[config.mk]
export PLATFORM = sky130hd
export DESIGN_NAME = tdm_frame_timer
export DESIGN_NICKNAME = d
export VERILOG_FILES = /design/src/rtl/tdm_tg_pkg.sv /design/src/rtl/tdm_fp_qualifier.sv /design/src/rtl/tdm_frame_counter.sv /design/src/rtl/tdm_local_out.sv /design/src/rtl/tdm_frame_timer.sv
export SDC_FILE = /design/constraint.sdc
export NUM_CORES = 1
export LEC_CHECK = 0
export ABC_AREA = 1
export ABC_CLOCK_PERIOD_IN_PS = 1700
export CORE_UTILIZATION = 30
export DETAILED_ROUTE_END_ITERATION = 12
export GPL_TIMING_DRIVEN = 0
export SYNTH_ARGS = -nofsm -noshare
export SYNTH_HDL_FRONTEND = slang
export SYNTH_SLANG_ARGS = --single-unit
[constraint.sdc]
create_clock -name clk -period 1.7 [get_ports clk]
set_input_delay 0.34 -clock clk [delete_from_list [all_inputs] [get_ports clk]]
set_output_delay 0.34 -clock clk [all_outputs]
set_load 0.05 [all_outputs]
[src/rtl/tdm_tg_pkg.sv]
package tdm_tg_pkg;

    typedef enum logic [1:0] {
        MODE_STBUS = 2'b00,
        MODE_CTBUS = 2'b01,
        MODE_HMVIP = 2'b10,
        MODE_NONE  = 2'b11
    } tmode_e;

    // Required low-run length of the sync pulse, in master cycles (0 = none accepted)
    function automatic logic [2:0] pulse_width(input tmode_e m);
        case (m)
            MODE_STBUS: pulse_width = 3'd1;
            MODE_CTBUS: pulse_width = 3'd2;
            MODE_HMVIP: pulse_width = 3'd4;
            default:    pulse_width = 3'd0;
        endcase
    endfunction

endpackage

[src/rtl/tdm_fp_qualifier.sv]
module tdm_fp_qualifier
    import tdm_tg_pkg::*;
(
    input  logic       clk,
    input  logic       rst_n,
    input  logic [1:0] mode_sel,
    input  logic       fp_in_n,
    output logic       evt
);
    localparam int LW = 3;
    localparam logic [LW-1:0] LMAX = '1;

    typedef struct packed {
        logic          fp_s;
        logic [LW-1:0] low;
    } st_t;

    st_t st_d, st_q;
    logic [2:0] width;

    always_comb begin
        width = pulse_width(tmode_e'(mode_sel));
        st_d  = st_q;
        st_d.fp_s = fp_in_n;
        if (!st_q.fp_s) begin
            st_d.low = (st_q.low == LMAX) ? st_q.low : st_q.low + 1'b1;
        end else begin
            st_d.low = '0;
        end
        evt = st_q.fp_s && (width != 3'd0) && (st_q.low == width);
    end

    always_ff @(posedge clk or negedge rst_n) begin
        if (!rst_n) begin
            st_q <= '{fp_s: 1'b1, low: '0};
        end else begin
            st_q <= st_d;
        end
    end

    // An accepted boundary is a single-cycle event
    assert_single_evt_R5: assert property (@(posedge clk) disable iff (!rst_n)
        evt |=> !evt);

endmodule

[src/rtl/tdm_frame_counter.sv]
module tdm_frame_counter #(
    parameter int FRAME_LEN = 2048,
    parameter int LOCK_RUN  = 2,
    localparam int CW = $clog2(FRAME_LEN),
    localparam int RW = $clog2(LOCK_RUN + 1)
) (
    input  logic          clk,
    input  logic          rst_n,
    input  logic          evt,
    output logic [CW-1:0] cnt_cur,
    output logic [CW-1:0] cnt_nxt,
    output logic          locked,
    output logic          err
);
    localparam logic [CW-1:0] LAST = CW'(FRAME_LEN - 1);
    localparam logic [RW-1:0] RUN_MAX = RW'(LOCK_RUN);

    typedef struct packed {
        logic [CW-1:0] cnt;
        logic          aligned;
        logic [RW-1:0] run;
        logic          locked;
        logic          err;
    } st_t;

    st_t st_d, st_q;
    logic at_end;

    always_comb begin
        st_d   = st_q;
        at_end = (st_q.cnt == LAST);
        st_d.cnt = at_end ? '0 : st_q.cnt + 1'b1;
        if (evt) begin
            st_d.cnt = '0;
            if (!st_q.aligned) begin
                st_d.aligned = 1'b1;
                st_d.run     = '0;
            end else if (at_end) begin
                if (st_q.run != RUN_MAX) st_d.run = st_q.run + 1'b1;
            end else begin
                st_d.err = 1'b1;
                st_d.run = '0;
            end
        end else if (at_end && st_q.aligned) begin
            st_d.run = '0;
        end
        st_d.locked = (st_d.run == RUN_MAX);
    end

    always_ff @(posedge clk or negedge rst_n) begin
        if (!rst_n) begin
            st_q <= '0;
        end else begin
            st_q <= st_d;
        end
    end

    assign cnt_cur = st_q.cnt;
    assign cnt_nxt = st_d.cnt;
    assign locked  = st_q.locked;
    assign err     = st_q.err;

    assert_wrap_R2: assert property (@(posedge clk) disable iff (!rst_n)
        (st_q.cnt == LAST && !evt) |=> st_q.cnt == '0);
    assert_realign_R3: assert property (@(posedge clk) disable iff (!rst_n)
        evt |=> st_q.cnt == '0);
    assert_lock_at_boundary_R4: assert property (@(posedge clk) disable iff (!rst_n)
        $rose(st_q.locked) |-> st_q.cnt == '0);
    assert_err_sticky_R6: assert property (@(posedge clk) disable iff (!rst_n)
        st_q.err |=> st_q.err);
    assert_miss_unlock_R7: assert property (@(posedge clk) disable iff (!rst_n)
        (st_q.locked && st_q.cnt == LAST && !evt) |=> !st_q.locked);

endmodule

[src/rtl/tdm_local_out.sv]
module tdm_local_out #(
    parameter int FRAME_LEN = 2048,
    parameter int CLK_DIV   = 4,
    localparam int CW   = $clog2(FRAME_LEN),
    localparam int HB   = $clog2(CLK_DIV),
    localparam int HALF = CLK_DIV / 2
) (
    input  logic          clk,
    input  logic          rst_n,
    input  logic [CW-1:0] cnt_nxt,
    input  logic [CW-1:0] cnt_cur,
    output logic          lclk,
    output logic          lfp_n
);
    localparam logic [CW-1:0] WIN_LO = CW'(FRAME_LEN - HALF);
    localparam logic [CW-1:0] WIN_HI = CW'(HALF);

    typedef struct packed {
        logic lclk;
        logic lfp_n;
    } st_t;

    st_t st_d, st_q;

    always_comb begin
        st_d.lclk  = cnt_nxt[HB-1];
        st_d.lfp_n = !((cnt_nxt >= WIN_LO) || (cnt_nxt < WIN_HI));
    end

    always_ff @(posedge clk or negedge rst_n) begin
        if (!rst_n) begin
            st_q <= '{lclk: 1'b0, lfp_n: 1'b0};
        end else begin
            st_q <= st_d;
        end
    end

    assign lclk  = st_q.lclk;
    assign lfp_n = st_q.lfp_n;

    assert_lclk_rise_R8: assert property (@(posedge clk) disable iff (!rst_n)
        $rose(st_q.lclk) |-> cnt_cur[HB-1:0] == HB'(HALF));
    assert_lfp_rise_R9: assert property (@(posedge clk) disable iff (!rst_n)
        $rose(st_q.lfp_n) |-> cnt_cur == WIN_HI);

endmodule

[src/rtl/tdm_frame_timer.sv]
module tdm_frame_timer #(
    parameter int FRAME_LEN   = 2048,
    parameter int CYC_PER_BIT = 8,
    parameter int BITS_PER_CH = 8,
    parameter int CLK_DIV     = 4,
    parameter int LOCK_RUN    = 2,
    localparam int CW     = $clog2(FRAME_LEN),
    localparam int BIT_SH = $clog2(CYC_PER_BIT),
    localparam int BW     = $clog2(BITS_PER_CH),
    localparam int CH_SH  = BIT_SH + BW,
    localparam int CHW    = CW - CH_SH
) (
    input  logic           clk,
    input  logic           rst_n,
    input  logic [1:0]     mode_sel,
    input  logic           fp_in_n,
    output logic [CW-1:0]  frame_pos,
    output logic [BW-1:0]  bit_idx,
    output logic [CHW-1:0] chan_idx,
    output logic           local_clk,
    output logic           local_fp_n,
    output logic           locked,
    output logic           align_err
);
    logic          evt;
    logic [CW-1:0] cnt_cur, cnt_nxt;

    tdm_fp_qualifier u_qual (
        .clk      (clk),
        .rst_n    (rst_n),
        .mode_sel (mode_sel),
        .fp_in_n  (fp_in_n),
        .evt      (evt)
    );

    tdm_frame_counter #(
        .FRAME_LEN (FRAME_LEN),
        .LOCK_RUN  (LOCK_RUN)
    ) u_cnt (
        .clk     (clk),
        .rst_n   (rst_n),
        .evt     (evt),
        .cnt_cur (cnt_cur),
        .cnt_nxt (cnt_nxt),
        .locked  (locked),
        .err     (align_err)
    );

    tdm_local_out #(
        .FRAME_LEN (FRAME_LEN),
        .CLK_DIV   (CLK_DIV)
    ) u_out (
        .clk     (clk),
        .rst_n   (rst_n),
        .cnt_nxt (cnt_nxt),
        .cnt_cur (cnt_cur),
        .lclk    (local_clk),
        .lfp_n   (local_fp_n)
    );

    assign frame_pos = cnt_cur;
    assign bit_idx   = cnt_cur[CH_SH-1:BIT_SH];
    assign chan_idx  = cnt_cur[CW-1:CH_SH];

endmodule

; Yosys cells after proc, flatten, opt, wreduce, memory -nomap -nowiden
; Index checks and enable logic that the tools add are counted.
[word_totals]
regBits = 22
in_bits = 5
out_inout_bits = 23
elab_cells = 41
[classes]
addsub = 3
order_cmp = 2
n_eq_ne = 8
mux = 10
bitwise_logic = 1
reduce_logical = 8
[op_table]
columns = cell, count
row1 = 2-to-1 mux 12 bit, 1
row2 = adder 11 x 1 -> 11 bit (second input constant), 1
row3 = == test 11 bit (second input constant), 1
row4 = greater-or-equal comparator 11 bit (second input constant), 1
row5 = < comparator 11 x 2 -> 1 bit (second input constant), 1
row6 = 2-to-1 mux 11 bit, 1
row7 = 2-to-1 mux 2 bit, 5
row8 = case mux 3 bit (3 select lines), 1
row9 = 2-to-1 mux 3 bit, 2
row10 = == test 2 bit (second input constant), 2
row11 = adder 3 x 1 -> 3 bit (second input constant), 1
row12 = == test 3 bit, 1
row13 = == test 3 bit (second input constant), 1
row14 = logical AND 1 bit, 3
row15 = AND reduction 3 bit, 1
row16 = nonzero test 3 bit, 1
row17 = adder 2 x 1 -> 2 bit (second input constant), 1
row18 = == test 2 x 1 -> 1 bit (second input constant), 1
row19 = logical NOT 2 bit, 1
row20 = inequality test 2 x 1 -> 1 bit (second input constant), 1
row21 = inequality test 2 bit (second input constant), 1
row22 = logical NOT 1 bit, 1
row23 = logical OR 1 bit, 1
row24 = inverter 1 bit, 1

; Depth between registers and ports, before layout
; Gate-level depths: netlist (run 1).
[logic_depth]
ltp_word = 9
ltp_mapped = 13
ltp_nobuf = 12

; By module
; From an unflattened synthesis (run 1), not the netlist that was laid out.
[unflattened]
cells_unflattened = 167
area_unflattened_um2 = 1347.5
[by_module_without_submodules]
columns = mod, n_inst, cells_per_inst, area_per_inst_um2, seq_area_each_um2
row1 = tdm_frame_counter, 1, 108, 937.1, 400.4
row2 = tdm_fp_qualifier, 1, 32, 232.7, 101.3
row3 = tdm_local_out, 1, 19, 117.6, 50.0
row4 = tdm_frame_timer, 1, 8, 60.1, 0.0

; Least setup slack after synthesis (run 1)
; Ideal clock, no wire load.
[synth_timing]
path_kind = reg-to-reg
startpoint = register u_cnt.st_q (netlist bit u_cnt.cnt_cur[1])
endpoint = register u_out.st_q (netlist bit u_out.lfp_n)
setup_time_ns = 0.117
arrival_time_ns = 1.732
required_ns = 1.583
slack_ns = -0.149
path_stages_with_launch = 11
n_path_buf = 0
period_less_slack_ns = 1.849
cell_sequence = dfrtp_1 > ha_1 > nand2_1 > nor2_4 > nand3_4 > nand3_1 > nor2_4 > nor2_1 > nand3_1 > nor2_1 > nor2_1
[synth_lines]
columns = item, line
row1 = start: declaration, tdm_frame_counter.sv:26  ; st_t st_d, st_q;
row2 = start signal: assignment, tdm_frame_counter.sv:54  ; st_q <= st_d;
row3 = end signal: assignment, tdm_local_out.sv:32  ; st_q <= '{lclk: 1'b0, lfp_n: 1'b0};
row4 = end signal: assignment, tdm_local_out.sv:34  ; st_q <= st_d;
row5 = end: declaration, tdm_local_out.sv:23  ; st_t st_d, st_q;

; Final worst setup path (run 1)
[layout_timing]
startpoint = register u_cnt.st_q (netlist bit u_cnt.cnt_cur[6])
endpoint = output chan_idx[0]
[layout_lines]
columns = item, line
row1 = end: declaration, tdm_frame_timer.sv:19  ; output logic [CHW-1:0] chan_idx,
; No word-level cell between the ends.

==> results of run 1 <==
[layout make-up]
class / instances / area [um^2] / share of cell area, %
multi-input cells: 101 / 588 / 33.0
inverters: 24 / 92.6 / 5.19
repair buffers: 35 / 302 / 16.9
clock buffers: 4 / 45.0 / 2.53
plain buffers: 20 / 163 / 9.12
well taps: 50 / 62.6 / 3.51
flip-flops and latches: 21 / 531 / 29.8
[routing by layer]
metal,GRT usage (%),up-vias,part of all wire [%]
li1,-,568,-
met1,14.5,468,48
met2,18.6,20,48
met3,1.00,4,3.3
met4,3.91,0,1.2
met5,0,-,0
[kinds of logic after synthesis]
logic type,synth area share [%]
XOR/XNOR,1.32
buffers and inverters,18.9
AO/OA/AOI/OAI,4.91
AND/OR/NAND/NOR,31.3
flip-flops,39.8
adder cells (fa/ha/maj),3.78
[report_power, final]
part	switching, mW	internal, mW
registers	0.118	0.582
logic	0.703	0.446
clock network	0.143	0.166
[registers in the layout, indices dropped and copies added, names as in the netlist]
signal / count
u_cnt.cnt_cur: 11
u_qual.st_q: 4
u_cnt.st_q: 3
u_cnt.err: 1
u_cnt.locked: 1
u_out.lfp_n: 1
[stage by stage]
step           std cells  total power [mW]  instance area [um^2]  setup TNS [ps]  setup slack, ps
6_report             255              2.16                  1780               0             52.3
5_1_grt              255              2.31                  1780           -82.3            -59.9
4_1_cts              249              2.08                  1690               0             5.63
3_5_place_dp         243              1.81                  1660            -767             -235
3_3_place_gp         243              1.81                  1660            -787             -247
2_1_floorplan        166              1.51                  1330               0             18.9
[critical path: cells and delay by family (launching register included)]
kind	cells	cell delay [ps]
buffers and inverters	2	620
flip-flops	1	440
[repair_timing]
item                       CTS  global route
pin swaps                    0            12
setup endpoints to repair   24            13
gates resized for setup     26            27
buffers inserted             2             6
[cells in the final DEF, fill, tap and decap left out, types with 2 or more instances in the layout]
cell type,instances
dfrtp_1,17
ha_1,3
nor2_1,24
dlygate4sd2_1,10
o21ai_0,4
nand3_2,2
nor2_4,4
clkdlybuf4s50_1,3
nand2_1,28
nand3_1,9
clkbuf_2,3
buf_4,29
nand2_4,3
inv_1,21
clkdlybuf4s15_1,7
inv_2,2
clkbuf_8,3
nor2_2,11
dfrtp_2,3
[how the worst min path moves through the flow]
stage                                     start                          to  cells past startpoint
after floorplan                           rst_n  u_cnt.cnt_cur[0]$_DFF_PN0_                      0
after global placement    u_cnt.err$_DFFE_PN0P_       u_cnt.err$_DFFE_PN0P_                      1
after detailed placement  u_cnt.err$_DFFE_PN0P_       u_cnt.err$_DFFE_PN0P_                      1
after CTS                               fp_in_n    u_qual.st_q[3]$_DFF_PN1_                      1
after global routing                    fp_in_n    u_qual.st_q[3]$_DFF_PN1_                      1
final                     u_cnt.err$_DFFE_PN0P_       u_cnt.err$_DFFE_PN0P_                      1
==> metrics.md, run 1 <==
| Metric | Value |
|---|---|
| Top-Level Pins | `28` |
| Antenna Nets Post-Route | `0` |
| Initial antenna violation count | `0` |
| Synth Register Bits | `21` |
| Worst reg2reg startpoint | `u_cnt.cnt_cur[1]$_DFF_PN0_` |
| Vias | `1060` |
| Layout filler cell count | `441` |
| Hold slack | `487 ps` |
| Synth-to-layout area growth | `34.6%` |
| Vert. Die Dim | `68.5 um` |
| CTS Root Buffer Type | `clkbuf_8` |
| Primary FF master, synth | `dfrtp_1` |
| DPL Wire Length | `1.80 mm` |
| DRT Wirelength | `2.36 mm` |
| CP Launch Point | `u_cnt.cnt_cur[6]$_DFF_PN0_` |
| Clk_lat worst skew | `250 ps` |
| Max-slew violations | `0` |
| Drt drc | `0` |
| Iter 0 DRT Violations | `48` |
| Core area | `4120 um^2` |
| # diodes | `0` |
| # H-tree levels | `1` |
| Tot GR Track Use | `11.0%` |
| Sequential area share after synthesis | `39.8%` |
| RR Endpoint | `u_out.lfp_n$_DFF_PN0_` |
| Pin count of the biggest net entering global routing | `22` |
| Worst Reg-to-Reg Cells | `10` |
| WP data required | `1360 ps` |
| Slew Limit Headroom | `38.9%` |
| Share of the synthesized area in the top cell type | `37.8%` |
| CTS tree | `yes` |
| First-pass GRT wire length | `3.89 mm` |
| CTS Hold Bufs | `0` |
| Max Freq | `607 MHz` |
| NumNets Final | `215` |
| Cell area power density | `1210 nW/um^2` |
| CTS Buf Count | `3` |
| Crit-path slowest cell | `clkdlybuf4s15_1` |
| Flop2flop setup slack | `70 ps` |
| Netlist cell types | `27` |
| Die area | `4690 um^2` |
| Gpl congestion | `0.736` |
| Hold WC Path Type | `flip-flop to flip-flop` |
| CP Data Arrival Time | `1310 ps` |
| Utilization after layout | `43.3%` |
| Post-synth ARST share | `100%` |
| Leak | `0.913 nW` |
| Starting Density | `32.2%` |
| Wire length per cell | `9.24 um` |
| Final period util | `96.9%` |
| Pre-Repair DR Iteration Count | `4` |
| Final Critical Period | `1650 ps` |
| Post-synth EDFFs | `0` |
| Critical path endpoint category | `output port` |
| Top-count cell post-synth | `nand2_1` |
| Final setup violation count | `0` |
| Ys Warns | `0` |
| Total global routing overflow | `0` |
| Max stage delay on crit path | `480 ps` |
| Row cnt | `23` |
| Syn_nets | `175` |
| Cells along the critical path | `buf_4 -> clkdlybuf4s15_1` |
| CP endpoint | `chan_idx[0]` |
| Port Buffers | `27` |
| Synth top cells by count | `nand2_1 (29), nor2_1 (26), inv_1 (21), dfrtp_1 (20), buf_4 (19)` |
| Vias in the first global route | `930` |
| Peak supply drop | `0.000429 V` |
| Reg clk slew, reported paths | `70 ps` |
| Max Cap Violations | `0` |
| Vias per cell | `4.16` |
| Setup crit start kind | `flip-flop` |
| Die X | `68.5 um` |
| Fraction of layout cells with a size suffix above 1 | `33.7%` |
| Critical path peak fanout | `6` |
| Synth area leaders | `dfrtp_1 (38%), buf_4 (11%), nand2_1 (8.2%), nor2_1 (7.4%), inv_1 (5.9%)` |
| Mapped Area | `1330 um^2` |
| Synth area leader | `dfrtp_1` |
| Syn Area/Cell | `7.98 um^2` |
| Clock tree sinks | `21` |
| Actual slew at the worst max-slew pin | `913 ps` |
| Clock Skew | `1.94 ps` |
| RSZ-0062 raised after global routing | `true` |
| Cells after Synth | `166` |
| Worst setup path class | `flip-flop to output port` |
| Status | `completed` |
| Final hold vios | `0` |
| CTS Buffer Depth | `2` |
(Power assumes the default switching activity.)
==> run 2: changes to the inputs <==
--- a/config.mk
+++ b/config.mk
@@ -6,7 +6,7 @@
 export NUM_CORES = 1
 export LEC_CHECK = 0
 export ABC_AREA = 1
-export ABC_CLOCK_PERIOD_IN_PS = 1700
+export ABC_CLOCK_PERIOD_IN_PS = 1750
 export CORE_UTILIZATION = 30
 export DETAILED_ROUTE_END_ITERATION = 12
 export GPL_TIMING_DRIVEN = 0
==> constraint.sdc (replaced) <==
create_clock -name clk -period 1.75 [get_ports clk]
set_input_delay 0.35 -clock clk [delete_from_list [all_inputs] [get_ports clk]]
set_output_delay 0.35 -clock clk [all_outputs]
set_load 0.05 [all_outputs]
==> run 2 against run 1 <==
  * Via count decreased by 0.28%
  * First-iteration DRC count decreased by 31%
  * Global-route usage decreased by 0.14 points
  * Largest cell class unchanged
==> metrics.md, run 2 (synthesis results as in run 1) <==
| Metric | Value |
|---|---|
| RSZ-0062 raised after global routing | `true` |
| Wire length per cell | `9.29 um` |
| Top-Level Pins | `28` |
| Clock tree sinks | `21` |
| Final Critical Period | `1710 ps` |
| Clock Skew | `1.52 ps` |
| Drt drc | `0` |
| DRT met1 WL | `1.12 mm` |
| # diodes | `0` |
| First-pass GRT wire length | `3.84 mm` |
| CTS Buffer Depth | `2` |
| Tot GR Track Use | `10.9%` |
| CP dominant cell by count | `buf_4` |
| Port Buffers | `27` |
| Place WS | `-195 ps` |
| Crit-path slowest cell | `dlygate4sd2_1` |
| WP data required | `1400 ps` |
| Flop2flop setup slack | `140 ps` |
| Cells along the critical path | `buf_4 -> buf_4 -> dlygate4sd2_1` |
| Antenna Nets Post-Route | `0` |
| Pre-Repair DR Iteration Count | `4` |
| Leak | `0.932 nW` |
| Reg clk slew, reported paths | `70 ps` |
| DRT Wirelength | `2.34 mm` |
| Max Cap Violations | `0` |
| Max stage delay on crit path | `510 ps` |
| Cell area power density | `1170 nW/um^2` |
| Max-slew violations | `0` |
| Vias per cell | `4.19` |
| CTS Root Buffer Type | `clkbuf_8` |
| # H-tree levels | `1` |
| Die X | `68.5 um` |
| Most common cell after layout, fill and taps aside | `nand2_1` |
| Clk_lat worst skew | `250 ps` |
| Setup crit start kind | `flip-flop` |
| Gpl congestion | `0.736` |
| CP Launch Point | `u_cnt.cnt_cur[0]$_DFF_PN0_` |
| Final period util | `97.6%` |
| Min-delay src | `u_cnt.err$_DFFE_PN0P_` |
| Placed cells | `243` |
| Core area | `4120 um^2` |
| DPL Wire Length | `1.80 mm` |
| Total negative slack | `0 ps` |
| Utilization after layout | `42.3%` |
| Starting Density | `32.2%` |
| Iter 0 DRT Violations | `33` |
| Worst Reg-to-Reg Cells | `10` |
| Final setup violation count | `0` |
| Most frequent cells in the layout | `nand2_1 (28), nor2_1 (25), buf_4 (25)` |
| Post-route cell area | `1740 um^2` |
| Power Total | `2.03 mW` |
| CTS tree | `yes` |
| Status | `completed` |
| Pin count of the biggest net entering global routing | `22` |
| Actual slew at the worst max-slew pin | `908 ps` |
| Area after DPL | `1660 um^2` |
| CTS Buf Count | `3` |
| Total global routing overflow | `0` |
| Worst hold path depth | `1` |
| WP depth | `3` |
| Met2 routed WL | `1.12 mm` |
| Critical path endpoint category | `output port` |
| Worst setup path class | `flip-flop to output port` |
| CP bufs+invs | `3` |
| Slew Limit Headroom | `39.3%` |
| Peak supply drop | `0.000407 V` |
| CTS Hold Bufs | `0` |
| Initial antenna violation count | `0` |
| Slack of the critical path | `42.7 ps` |
| Final hold vios | `0` |
| NumNets Final | `212` |
| Hold slack | `486 ps` |
| Synth-to-layout area growth | `31.4%` |
| Vias | `1057` |
| Vias in the first global route | `915` |
| Cell family with most CP delay | `buffers and inverters` |
| Vert. Die Dim | `68.5 um` |
| Routed length on met3 | `73 um` |
| Fraction of layout cells with a size suffix above 1 | `29.7%` |
| Worst reg2reg startpoint | `u_cnt.cnt_cur[0]$_DFF_PN0_` |
| Max Freq | `586 MHz` |
| Row cnt | `23` |
| Max reg flops | `11` |
| Max layer used | `met4` |
| Critical path peak fanout | `4` |
| Die area | `4690 um^2` |
| CP Data Arrival Time | `1360 ps` |
| Layout Cells excl Fill | `252` |
| Hold WC Path Type | `flip-flop to flip-flop` |
[run 2: cell types whose count changed in the layout (fill, tap and decap cells not counted), moves of 2 or more]
cell and delta:
clkdlybuf4s15_1 -5, clkbuf_2 -2, dlygate4sd2_1 +7, nand2_2 +2, dlymetal6s2s_1 +2, buf_4 -4
nand2_4 -2
[run 2: timing repair]
action                     CTS  global route
pin swaps                    0             5
setup buffers                0             5
setup endpoints to repair   21             8
gates resized for setup     23            12
hold endpoints to repair     0             0
[run 2: worst paths after layout]
kind | to
min | u_cnt.err$_DFFE_PN0P_
min in group asynchronous | u_qual.st_q[2]$_DFFE_PN0P_
max | frame_pos[0]
max in group asynchronous | u_cnt.cnt_cur[1]$_DFF_PN0_
max reg2reg | u_out.lfp_n$_DFF_PN0_
min reg2reg | u_cnt.err$_DFFE_PN0P_
[run 2: report_power, final]
group | total, mW | internal (mW) | switching, mW | leakage [nW]
sequential | 0.665 | 0.565 | 0.0999 | 0.262
clock | 0.301 | 0.161 | 0.139 | 0.0228
combinational | 1.07 | 0.392 | 0.677 | 0.647
total | 2.03 | 1.12 | 0.916 | 0.932
[run 2: routing by layer]
layer,GRT usage [%],up-vias
li1,-,566
met1,14.3,467
met2,18.4,20
met3,1.00,4
met4,3.91,0
met5,0,-
[run 2: final cells by class]
| type | instances | area [um^2] |
|---|---|---|
| Buffer | 20 | 158 |
| Clock buffer | 4 | 45.0 |
| Fill cell | 434 | 2370 |
| Inverter | 24 | 92.6 |
| Multi-Input combinational cell | 101 | 568 |
| Sequential cell | 21 | 529 |
| Tap cell | 50 | 62.6 |
| Timing Repair Buffer | 32 | 287 |
==> run 3: changes to the inputs <==
--- a/config.mk
+++ b/config.mk
@@ -6,10 +6,12 @@
 export NUM_CORES = 1
 export LEC_CHECK = 0
 export ABC_AREA = 1
-export ABC_CLOCK_PERIOD_IN_PS = 1750
+export ABC_CLOCK_PERIOD_IN_PS = 1500
 export CORE_UTILIZATION = 30
 export DETAILED_ROUTE_END_ITERATION = 12
 export GPL_TIMING_DRIVEN = 0
+export SKIP_CTS_REPAIR_TIMING = 1
+export SLEW_MARGIN = 10
 export SYNTH_ARGS = -nofsm -noshare
 export SYNTH_HDL_FRONTEND = slang
 export SYNTH_SLANG_ARGS = --single-unit
==> constraint.sdc (replaced) <==
create_clock -name clk -period 1.5 [get_ports clk]
set_input_delay 0.3 -clock clk [delete_from_list [all_inputs] [get_ports clk]]
set_output_delay 0.3 -clock clk [all_outputs]
set_load 0.05 [all_outputs]
==> run 3 against run 2 <==
  * The flow now finishes with violations (setup timing)
  * Clock skew up 2.0 ps
  * Power up 19%
  * First-iteration DRC count down 45%
  * Via count up 1.5%
  * Utilization down 0.061 points
  * Clock power up 22%
  * Global-route usage up 0.70 points
  * Non-clock buffer count up 1
  * Critical path depth up 7
  * Critical endpoint is now u_out.lfp_n$_DFF_PN0_
  * Highest routed layer unchanged
==> metrics.md, run 3 (synthesis results as in run 1) <==
| Metric | Value |
|---|---|
| Antenna Nets Post-Route | `0` |
| First-pass GRT wire length | `3.98 mm` |
| Peak supply drop | `0.000462 V` |
| Slew Limit Headroom | `37.3%` |
| Pin count of the biggest net entering global routing | `22` |
| Total global routing overflow | `0` |
| Final hold vios | `0` |
| Max-slew violations | `0` |
| CTS Root Buffer Type | `clkbuf_8` |
| Most frequent cells in the layout | `nand2_1 (28), nor2_1 (24), buf_4 (24)` |
| Final period util | `103%` |
| Synth-to-layout area growth | `31.3%` |
| Clock Skew | `3.49 ps` |
| Fraction of layout cells with a size suffix above 1 | `39.9%` |
| CP bufs+invs | `0` |
| Starting Density | `32.2%` |
| Power Total | `2.43 mW` |
| Cell area power density | `1400 nW/um^2` |
| WP data required | `1650 ps` |
| DRT Wirelength | `2.45 mm` |
| CP dominant cell by count | `nor2_1` |
| Die X | `68.5 um` |
| Max stage delay on crit path | `410 ps` |
| Vias per cell | `4.24` |
| Critical path endpoint category | `flip-flop` |
| Failing checks | `setup timing` |
| Final setup violation count | `4` |
| Drt drc | `0` |
| Vias in the first global route | `930` |
| Cells along the critical path | `ha_4 -> nand2_4 -> nor2_4 -> nand3_4 -> nand2_4 -> nor2_2 -> nor2_1 -> nand2_1 -> nor2_1 -> nor2_1` |
| Die area | `4690 um^2` |
| Initial antenna violation count | `0` |
| # diodes | `0` |
| Clock tree sinks | `21` |
| Status | `finished, violations left` |
| Hold WC Path Type | `input pin to flip-flop` |
| Wire length per cell | `9.69 um` |
| Vert. Die Dim | `68.5 um` |
| Setup crit start kind | `flip-flop` |
| Total negative slack | `-143 ps` |
| Max Freq | `646 MHz` |
| CTS Buf Count | `3` |
| Row cnt | `23` |
| Place WS | `-422 ps` |
| Max Cap Violations | `0` |
| Actual slew at the worst max-slew pin | `937 ps` |
| Slack of the critical path | `-47.1 ps` |
| DPL Wire Length | `1.83 mm` |
| Vias | `1073` |
| # H-tree levels | `1` |
| Placed cells | `243` |
| Crit-path slowest cell | `dfrtp_2` |
| Critical path peak fanout | `7` |
| RSZ-0062 raised after global routing | `true` |
| Layout Cells excl Fill | `253` |
| Reg clk slew, reported paths | `80 ps` |
| Clk_lat worst skew | `260 ps` |
| Cell family with most CP delay | `simple AND/OR/NAND/NOR gates` |
| CTS tree | `yes` |
| Port Buffers | `27` |
| Pre-Repair DR Iteration Count | `4` |
| Worst setup path class | `flip-flop to flip-flop` |
| Leak | `0.948 nW` |
| Max reg flops | `11` |
| Tot GR Track Use | `11.6%` |
| Top-Level Pins | `28` |
| CP Data Arrival Time | `1700 ps` |
| NumNets Final | `213` |
| Core area | `4120 um^2` |
| Utilization after layout | `42.3%` |
| Iter 0 DRT Violations | `18` |
| Gpl congestion | `0.768` |
| Most common cell after layout, fill and taps aside | `nand2_1` |
| CTS Buffer Depth | `2` |
| Final Critical Period | `1550 ps` |
run 3: changes by cell type in the layout (fill, tap and decap cells not counted), sizes merged:
cell | previous run | this run
dlymetal6s2s | 3 | 7
clkdlybuf4s15 | 2 | 0
clkbuf | 5 | 20
clkinv | 0 | 1
dlygate4sd2 | 17 | 0
run 3: cell type report:
| cell class | count | area [um^2] |
|---|---|---|
| clock inverter | 1 | 5.00 |
| timing repair buffer | 33 | 251 |
| tap | 50 | 62.6 |
| sequential | 21 | 531 |
| fill | 448 | 2380 |
| buffer | 20 | 158 |
| inverter | 24 | 92.6 |
| multi-input combinational | 101 | 598 |
| clock buffer | 3 | 41.3 |
run 3: worst register-to-register path: stages (launching register included):
cell     delay, ps
dfrtp_2        410
ha_4           160
nand2_4         60
nor2_4         150
nand3_4        170
nand2_4        140
nor2_2          60
nor2_1          80
nand2_1         70
nor2_1         100
nor2_1          50
run 3: where the power goes:
part	switching, mW	total [mW]	internal, mW
sequential	0.128	0.790	0.662
combinational	0.805	1.27	0.469
clock	0.181	0.366	0.185
run 3: worst paths after layout:
kind,startpoint,endpoint,slack [ps],cells after the start
min in group asynchronous,rst_n,u_cnt.cnt_cur[2]$_DFF_PN0_,560,1
worst min-delay path,fp_in_n,u_qual.st_q[3]$_DFF_PN1_,440,1
worst max register to register,u_cnt.cnt_cur[1]$_DFF_PN0_,u_out.lfp_n$_DFF_PN0_,-50,10
max in group asynchronous,rst_n,u_cnt.cnt_cur[4]$_DFF_PN0_,310,1
worst min register to register,u_cnt.err$_DFFE_PN0P_,u_cnt.err$_DFFE_PN0P_,490,1
worst max-delay path,u_cnt.cnt_cur[1]$_DFF_PN0_,u_out.lfp_n$_DFF_PN0_,-50,10
run 3: stage by stage:
stage,cell area [um^2],hold slack (ps)
floorplan,1360,4.41
global placement,1690,473
detailed placement,1690,467
CTS,1740,435
global route,1740,450
finish,1740,444
run 3: metal layers:
layer / GRT usage (%) / vias up / part of all wire (%)
met1: 13.8 / 477 / 49
met2: 20.0 / 25 / 45
met3: 1.50 / 5 / 4.1
li1: - / 566 / -
met5: 0 / - / 0
met4: 6.25 / 0 / 2.2
